File: src/rtl/i2c_cond_pkg.sv
package i2c_cond_pkg;

  localparam int REG_W    = 8;
  localparam int BUSY_BIT = 7;
  localparam int QUAL_BIT = 6;
  localparam int SDA_BIT  = 5;
  localparam int ERR_BIT  = 4;

  typedef enum logic [2:0] {
    G_IDLE,
    G_RS_SDA,   // SDA released, SCL still low
    G_RS_SCL,   // both released, setup before start
    G_ST_HOLD,  // SDA low, SCL high: start hold
    G_SP_LOW,   // both low before stop
    G_SP_SCL    // SCL released, SDA low: stop setup
  } gen_state_t;

endpackage

File: src/rtl/i2c_line_sync.sv
module i2c_line_sync #(
  parameter int WIDTH  = 2,
  parameter int STAGES = 2
) (
  input  logic             clk,
  input  logic             rst_n,
  input  logic [WIDTH-1:0] din,
  output logic [WIDTH-1:0] dout
);

  logic [WIDTH-1:0] stage_q [STAGES];

  generate
    for (genvar s = 0; s < STAGES; s++) begin : g_stage
      logic [WIDTH-1:0] stage_d;
      if (s == 0) begin : g_first
        assign stage_d = din;
      end else begin : g_next
        assign stage_d = stage_q[s-1];
      end
      always_ff @(posedge clk or negedge rst_n) begin
        if (!rst_n) stage_q[s] <= '1;
        else        stage_q[s] <= stage_d;
      end
    end
  endgenerate

  assign dout = stage_q[STAGES-1];

endmodule

File: src/rtl/i2c_cond_detect.sv
module i2c_cond_detect (
  input  logic clk,
  input  logic rst_n,
  input  logic en_i,
  input  logic sda_s_i,
  input  logic scl_s_i,
  output logic start_seen_o,
  output logic stop_seen_o
);

  logic sda_prev_q, scl_prev_q;

  always_ff @(posedge clk or negedge rst_n) begin
    if (!rst_n) begin
      sda_prev_q <= 1'b1;
      scl_prev_q <= 1'b1;
    end else begin
      sda_prev_q <= sda_s_i;
      scl_prev_q <= scl_s_i;
    end
  end

  logic scl_held_high;
  assign scl_held_high = scl_s_i && scl_prev_q;
  assign start_seen_o  = en_i && scl_held_high && sda_prev_q && !sda_s_i;
  assign stop_seen_o   = en_i && scl_held_high && !sda_prev_q && sda_s_i;

endmodule

File: src/rtl/i2c_cond_gen.sv
module i2c_cond_gen
  import i2c_cond_pkg::*;
#(
  parameter int SETUP_CYC = 4,
  parameter int HOLD_CYC  = 4
) (
  input  logic clk,
  input  logic rst_n,
  input  logic start_i,
  input  logic stop_i,
  input  logic sda_wr_i,
  input  logic sda_val_i,
  output logic sda_drv_o,
  output logic scl_drv_o,
  output logic active_o
);

  localparam int MAXC  = (SETUP_CYC > HOLD_CYC) ? SETUP_CYC : HOLD_CYC;
  localparam int CNT_W = $clog2(MAXC + 1);
  localparam logic [CNT_W-1:0] SETUP_LD = CNT_W'(SETUP_CYC - 1);
  localparam logic [CNT_W-1:0] HOLD_LD  = CNT_W'(HOLD_CYC - 1);

  gen_state_t       state_q, state_d;
  logic [CNT_W-1:0] cnt_q, cnt_d;
  logic             sda_drv_q, sda_drv_d;
  logic             scl_drv_q, scl_drv_d;
  logic             cnt_zero;

  assign cnt_zero = (cnt_q == '0);

  always_comb begin
    state_d   = state_q;
    cnt_d     = cnt_q;
    sda_drv_d = sda_drv_q;
    scl_drv_d = scl_drv_q;
    unique case (state_q)
      G_IDLE: begin
        if (start_i) begin
          cnt_d     = SETUP_LD;
          sda_drv_d = 1'b0;
          state_d   = scl_drv_q ? G_RS_SDA : G_RS_SCL;
        end else if (stop_i) begin
          cnt_d     = SETUP_LD;
          sda_drv_d = 1'b1;
          scl_drv_d = 1'b1;
          state_d   = G_SP_LOW;
        end else if (sda_wr_i) begin
          sda_drv_d = !sda_val_i;
        end
      end
      G_RS_SDA: begin
        if (cnt_zero) begin
          cnt_d     = SETUP_LD;
          scl_drv_d = 1'b0;
          state_d   = G_RS_SCL;
        end else cnt_d = cnt_q - 1'b1;
      end
      G_RS_SCL: begin
        if (cnt_zero) begin
          cnt_d     = HOLD_LD;
          sda_drv_d = 1'b1;
          state_d   = G_ST_HOLD;
        end else cnt_d = cnt_q - 1'b1;
      end
      G_ST_HOLD: begin
        if (cnt_zero) begin
          scl_drv_d = 1'b1;
          state_d   = G_IDLE;
        end else cnt_d = cnt_q - 1'b1;
      end
      G_SP_LOW: begin
        if (cnt_zero) begin
          cnt_d     = SETUP_LD;
          scl_drv_d = 1'b0;
          state_d   = G_SP_SCL;
        end else cnt_d = cnt_q - 1'b1;
      end
      G_SP_SCL: begin
        if (cnt_zero) begin
          sda_drv_d = 1'b0;
          state_d   = G_IDLE;
        end else cnt_d = cnt_q - 1'b1;
      end
      default: state_d = G_IDLE;
    endcase
  end

  always_ff @(posedge clk or negedge rst_n) begin
    if (!rst_n) begin
      state_q   <= G_IDLE;
      cnt_q     <= '0;
      sda_drv_q <= 1'b0;
      scl_drv_q <= 1'b0;
    end else begin
      state_q   <= state_d;
      cnt_q     <= cnt_d;
      sda_drv_q <= sda_drv_d;
      scl_drv_q <= scl_drv_d;
    end
  end

  assign sda_drv_o = sda_drv_q;
  assign scl_drv_o = scl_drv_q;
  assign active_o  = (state_q != G_IDLE);


  scl_pull_after_sda_chk: assert property (@(posedge clk) disable iff (!rst_n)
    $rose(scl_drv_q) |-> sda_drv_q);


  stop_sda_release_chk: assert property (@(posedge clk) disable iff (!rst_n)
    ($fell(sda_drv_q) && $past(state_q) == G_SP_SCL) |-> !scl_drv_q);

endmodule

File: src/rtl/i2c_cond_ctrl.sv
module i2c_cond_ctrl
  import i2c_cond_pkg::*;
#(
  parameter int SETUP_CYC   = 4,
  parameter int HOLD_CYC    = 4,
  parameter int SYNC_STAGES = 2
) (
  input  logic             clk,
  input  logic             rst_n,
  input  logic             mode_sync_i,
  input  logic             wr_en_i,
  input  logic [REG_W-1:0] wr_data_i,
  output logic [REG_W-1:0] rd_data_o,
  input  logic             sda_i,
  input  logic             scl_i,
  output logic             sda_oe_o,
  output logic             scl_oe_o
);

  logic [1:0] lines_s;
  logic       sda_s, scl_s;
  logic       start_seen, stop_seen;
  logic       gen_active, sda_drv, scl_drv;
  logic       busy_q, busy_d;
  logic       err_q, err_d;
  logic       cmd_valid, cmd_accept, sda_wr;

  i2c_line_sync #(.WIDTH(2), .STAGES(SYNC_STAGES)) u_sync (
    .clk  (clk),
    .rst_n(rst_n),
    .din  ({scl_i, sda_i}),
    .dout (lines_s)
  );
  assign sda_s = lines_s[0];
  assign scl_s = lines_s[1];

  i2c_cond_detect u_detect (
    .clk         (clk),
    .rst_n       (rst_n),
    .en_i        (!mode_sync_i),
    .sda_s_i     (sda_s),
    .scl_s_i     (scl_s),
    .start_seen_o(start_seen),
    .stop_seen_o (stop_seen)
  );

  assign cmd_valid  = wr_en_i && !wr_data_i[QUAL_BIT] && !mode_sync_i;
  assign cmd_accept = cmd_valid && !gen_active;
  assign sda_wr     = wr_en_i && wr_data_i[QUAL_BIT];

  i2c_cond_gen #(.SETUP_CYC(SETUP_CYC), .HOLD_CYC(HOLD_CYC)) u_gen (
    .clk      (clk),
    .rst_n    (rst_n),
    .start_i  (cmd_accept && wr_data_i[BUSY_BIT]),
    .stop_i   (cmd_accept && !wr_data_i[BUSY_BIT]),
    .sda_wr_i (sda_wr),
    .sda_val_i(wr_data_i[SDA_BIT]),
    .sda_drv_o(sda_drv),
    .scl_drv_o(scl_drv),
    .active_o (gen_active)
  );

  always_comb begin
    busy_d = busy_q;
    if (mode_sync_i)     busy_d = 1'b0;
    else if (start_seen) busy_d = 1'b1;
    else if (stop_seen)  busy_d = 1'b0;
    err_d = err_q || (cmd_valid && gen_active);
  end

  always_ff @(posedge clk or negedge rst_n) begin
    if (!rst_n) begin
      busy_q <= 1'b0;
      err_q  <= 1'b0;
    end else begin
      busy_q <= busy_d;
      err_q  <= err_d;
    end
  end

  always_comb begin
    rd_data_o           = '0;
    rd_data_o[BUSY_BIT] = busy_q;
    rd_data_o[QUAL_BIT] = 1'b1;
    rd_data_o[SDA_BIT]  = !sda_drv;
    rd_data_o[ERR_BIT]  = err_q;
  end

  assign sda_oe_o = sda_drv;
  assign scl_oe_o = scl_drv;


  cmd_busy_err_chk: assert property (@(posedge clk) disable iff (!rst_n)
    (cmd_valid && gen_active) |=> err_q);


  start_sets_busy_chk: assert property (@(posedge clk) disable iff (!rst_n)
    (start_seen && !mode_sync_i) |=> busy_q);


  stop_clears_busy_chk: assert property (@(posedge clk) disable iff (!rst_n)
    (stop_seen && !mode_sync_i) |=> !busy_q);


  sync_mode_idle_chk: assert property (@(posedge clk) disable iff (!rst_n)
    mode_sync_i |=> !busy_q);


  err_sticky_chk: assert property (@(posedge clk) disable iff (!rst_n)
    err_q |=> err_q);

endmodule

File: config.mk
export PLATFORM = sky130hd
export DESIGN_NAME = i2c_cond_ctrl
export DESIGN_NICKNAME = d
export VERILOG_FILES = /design/src/rtl/i2c_cond_pkg.sv /design/src/rtl/i2c_line_sync.sv /design/src/rtl/i2c_cond_detect.sv /design/src/rtl/i2c_cond_gen.sv /design/src/rtl/i2c_cond_ctrl.sv
export SDC_FILE = /design/constraint.sdc
export NUM_CORES = 1
export LEC_CHECK = 0
export BUFFER_PORTS_ARGS = -buffer_cell sky130_fd_sc_hd__buf_2
export CORE_MARGIN = 5
export CORE_UTILIZATION = 54
export DETAILED_ROUTE_END_ITERATION = 16
export GPL_TIMING_DRIVEN = 0
export HOLD_SLACK_MARGIN = 0.06
export PLACE_DENSITY = 0.85
export SLEW_MARGIN = 40
export SYNTH_ARGS = -nofsm -noshare
export SYNTH_HDL_FRONTEND = slang
export SYNTH_SLANG_ARGS = --single-unit
File: constraint.sdc
create_clock -name clk -period 3.9 [get_ports clk]
set_clock_uncertainty 0.1 [all_clocks]
set_input_delay 0.585 -clock clk [delete_from_list [all_inputs] [get_ports clk]]
set_output_delay 0.585 -clock clk [all_outputs]
set_load 0.02 [all_outputs]
==> out/metrics.csv <==
stage,metric,value,unit
yosys,synthesized area,878,um^2
yosys,"top cells by count, synth","10 x dfrtp_1, 8 x a21oi_1, 7 x buf_4",
floorplan,Starting Density,57.6,%
detailed_routing,Final ANT Viol Nets,0,
detailed_routing,drt drc,0,
timing,final hold vios,0,
place,port buffer count,13,
yosys,top-area cell type share of the netlist area,28.5,%
clock_tree,CTS Sinks,16,
yosys,"top cells by area, synth","dfrtp_1 28%, dfstp_2 18%, buf_4 6.0%",
clock_tree,clock-pin slew on the worst setup and hold paths,100,ps
clock_tree,Worst-Skew Late Latency,290,ps
detailed_routing,drt wl/cell,13.7,um
detailed_routing,router iterations before antenna repair,4,
detailed_routing,Iter 0 DRT Violations,22,
clock_tree,post-CTS resize count,0,
clock_tree,number of H-tree levels,1,
job,Max Cap Viol,0,
clock_tree,CTS Buffer Depth,2,
outcome,status,"finished, final reports clean",
clock_tree,Root Buffer,clkbuf_4,
place,Final Wtd Congestion,0.844,
final_layout,layout filler cell count,132,
floorplan,Die Height,50.3,um
timing,Max-Slew Margin vs Limit,49.6,%
critical_path,crit-path max FO,7,
yosys,Post-synth top flop,dfrtp_1,
critical_path,Critical Path End Type,flop,
clock_tree,Post-CTS Setup Inserts,0,
critical_path,worst setup path class,flop to flop,
critical_path,Critical Path Start Type,flop,
yosys,register bit count reported by yosys,16,
clock_tree,cts hold-fix bufs,0,
detailed_routing,vias per inst,5.75,
yosys,register area share after synthesis,46.4,%
pwr,P per Cell Area,664,nW/um^2
timing,Fin Setup TNS,0,ps
final_layout,share of cells above drive strength 1,30.9,%
timing,crit share post-route,52.3,%
timing,Slew @ Worst Pin,755,ps
global_route,first-pass GRT wire length,2990,um
place,Post-Place Setup Slack,1740,ps
critical_path,Required @ worst endpoint,4020,ps
final_layout,Layout area overhead,15.1,%
floorplan,full die area,2530,um^2
global_route,antenna violations before repair,0,
floorplan,Core ar.,1520,um^2
detailed_routing,total number of vias,724,
timing,Final Max Tran Viols,0,
floorplan,num rows,14,
timing,Fmax achieved,490,MHz
place,post-DP HPWL,1260,um
global_route,largest net degree at the start of global routing,17,
yosys,ys async rst share,100,%
timing,RSZ-0062 raised after global routing,false,
detailed_routing,final WL,1730,um
timing,Setup Viol. Count Final,0,
yosys,Ys Warns,0,
yosys,"EDFF count, synth",0,
critical_path,Worst Path Arrival,2160,ps
timing,PnR worst setup slack,1860,ps
global_route,total track usage,15.0,%
global_route,GRT Residual Overflow,0,
floorplan,Die Span X,50.3,um
timing,min Tclk post-route,2040,ps
pwr,overall power,0.671,mW
pwr,leakage power,0.463,nW
yosys,"count leader, synth",dfrtp_1,
final_layout,Final nets,127,
global_route,vias in the first global route,676,
yosys,synthesized instance count,90,
clock_tree,total CTS buffers,3,
timing,Min Hold Slack,76.7,ps
final_layout,Final Core Density,66.3,%
final_layout,ANT cells,0,
yosys,Synth area leader,dfrtp_1,
min_path,hold crit path type,input port to async pin,
pwr,worst IR drop on VDD,0.359,mV
floorplan,boundary pin count,24,
yosys,average instance area after synthesis,9.76,um^2
clock_tree,CTS tree,yes,
yosys,library cells used by synthesis,38,
## through the flow
step,std cells,cell area [um^2]
floorplan,93,890
global placement,122,975
detailed placement,122,975
CTS,126,1010
global route,126,1010
finish,126,1010
## final cells by class
type,instances,area (um^2),share of cell area [%]
buffer,10,71.3,7.05
clock buffer,4,36.3,3.59
inverter,3,11.3,1.11
multi-input combinational,64,399,39.5
sequential,16,408,40.3
tap,16,20.0,1.98
timing repair buffer,13,65.1,6.44
## critical path, cell delays in order (launching register included)
cell and delay (ps):
dfrtp_1 380, inv_1 100, ha_1 240, and3b_1 180, buf_6 130, maj3_2 330
or3_1 350, a21oi_1 160
## cell usage in the layout (no fill, tap or decap), types with 4 or more instances in the layout
cell and instances:
nand3_1 4, nor2_1 6, conb_1 5, dfstp_2 6, buf_4 7, dfrtp_1 10
buf_2 13, a21oi_1 8, a211oi_1 4
## registers in the layout, summed over array words and instances, names as in the netlist
name	cells
u_gen.cnt_q	3
u_detect.scl_prev_q	1
u_gen.scl_drv_o	1
u_detect.sda_prev_q	1
u_gen.state_q	3
u_gen.sda_drv_o	1
err_q	1
u_sync.g_stage.stage_d	2
u_sync.dout	2
busy_q	1
## path summary, 6_finish.rpt
check	start	to	slack, ps	cells after the start
max	u_gen.cnt_q[0]$_DFFE_PN0P_	u_gen.cnt_q[2]$_DFFE_PN0P_	1860	7
min	rst_n	u_gen.cnt_q[2]$_DFFE_PN0P_	80	1
max reg2reg	u_gen.cnt_q[0]$_DFFE_PN0P_	u_gen.cnt_q[2]$_DFFE_PN0P_	1860	7
min reg2reg	u_sync.g_stage[1].stage_d[0]$_DFF_PN1_	u_sync.dout[0]$_DFF_PN1_	260	0
max in group asynchronous	rst_n	u_detect.scl_prev_q$_DFF_PN1_	3320	1
min in group clk	u_sync.g_stage[1].stage_d[0]$_DFF_PN1_	u_sync.dout[0]$_DFF_PN1_	260	0
## report_power, final
part	total [mW]	switching, mW	internal [mW]
sequential	0.258	0.0460	0.212
clock	0.112	0.0552	0.0569
combinational	0.301	0.171	0.129
total	0.671	0.273	0.398
## metal layers
metal	up-vias	GRT usage (%)	wire, um
met5	-	0	0
met4	0	7.23	19
li1	359	-	-
met2	21	23.8	854
met1	340	19.0	729
met3	4	3.85	128
## cells by family after synthesis
logic type / Yosys count / share of synthesized area [%]
and+or+nand+nor: 29 / 18.2
AOI/OAI and AO/OA: 26 / 19.8
DFF: 16 / 46.4
buffers and inverters: 13 / 9.40
adders and majority gates: 3 / 4.13
other: 2 / 0.855
muxes: 1 / 1.14
Note: power is estimated with default switching activity, not from simulation.
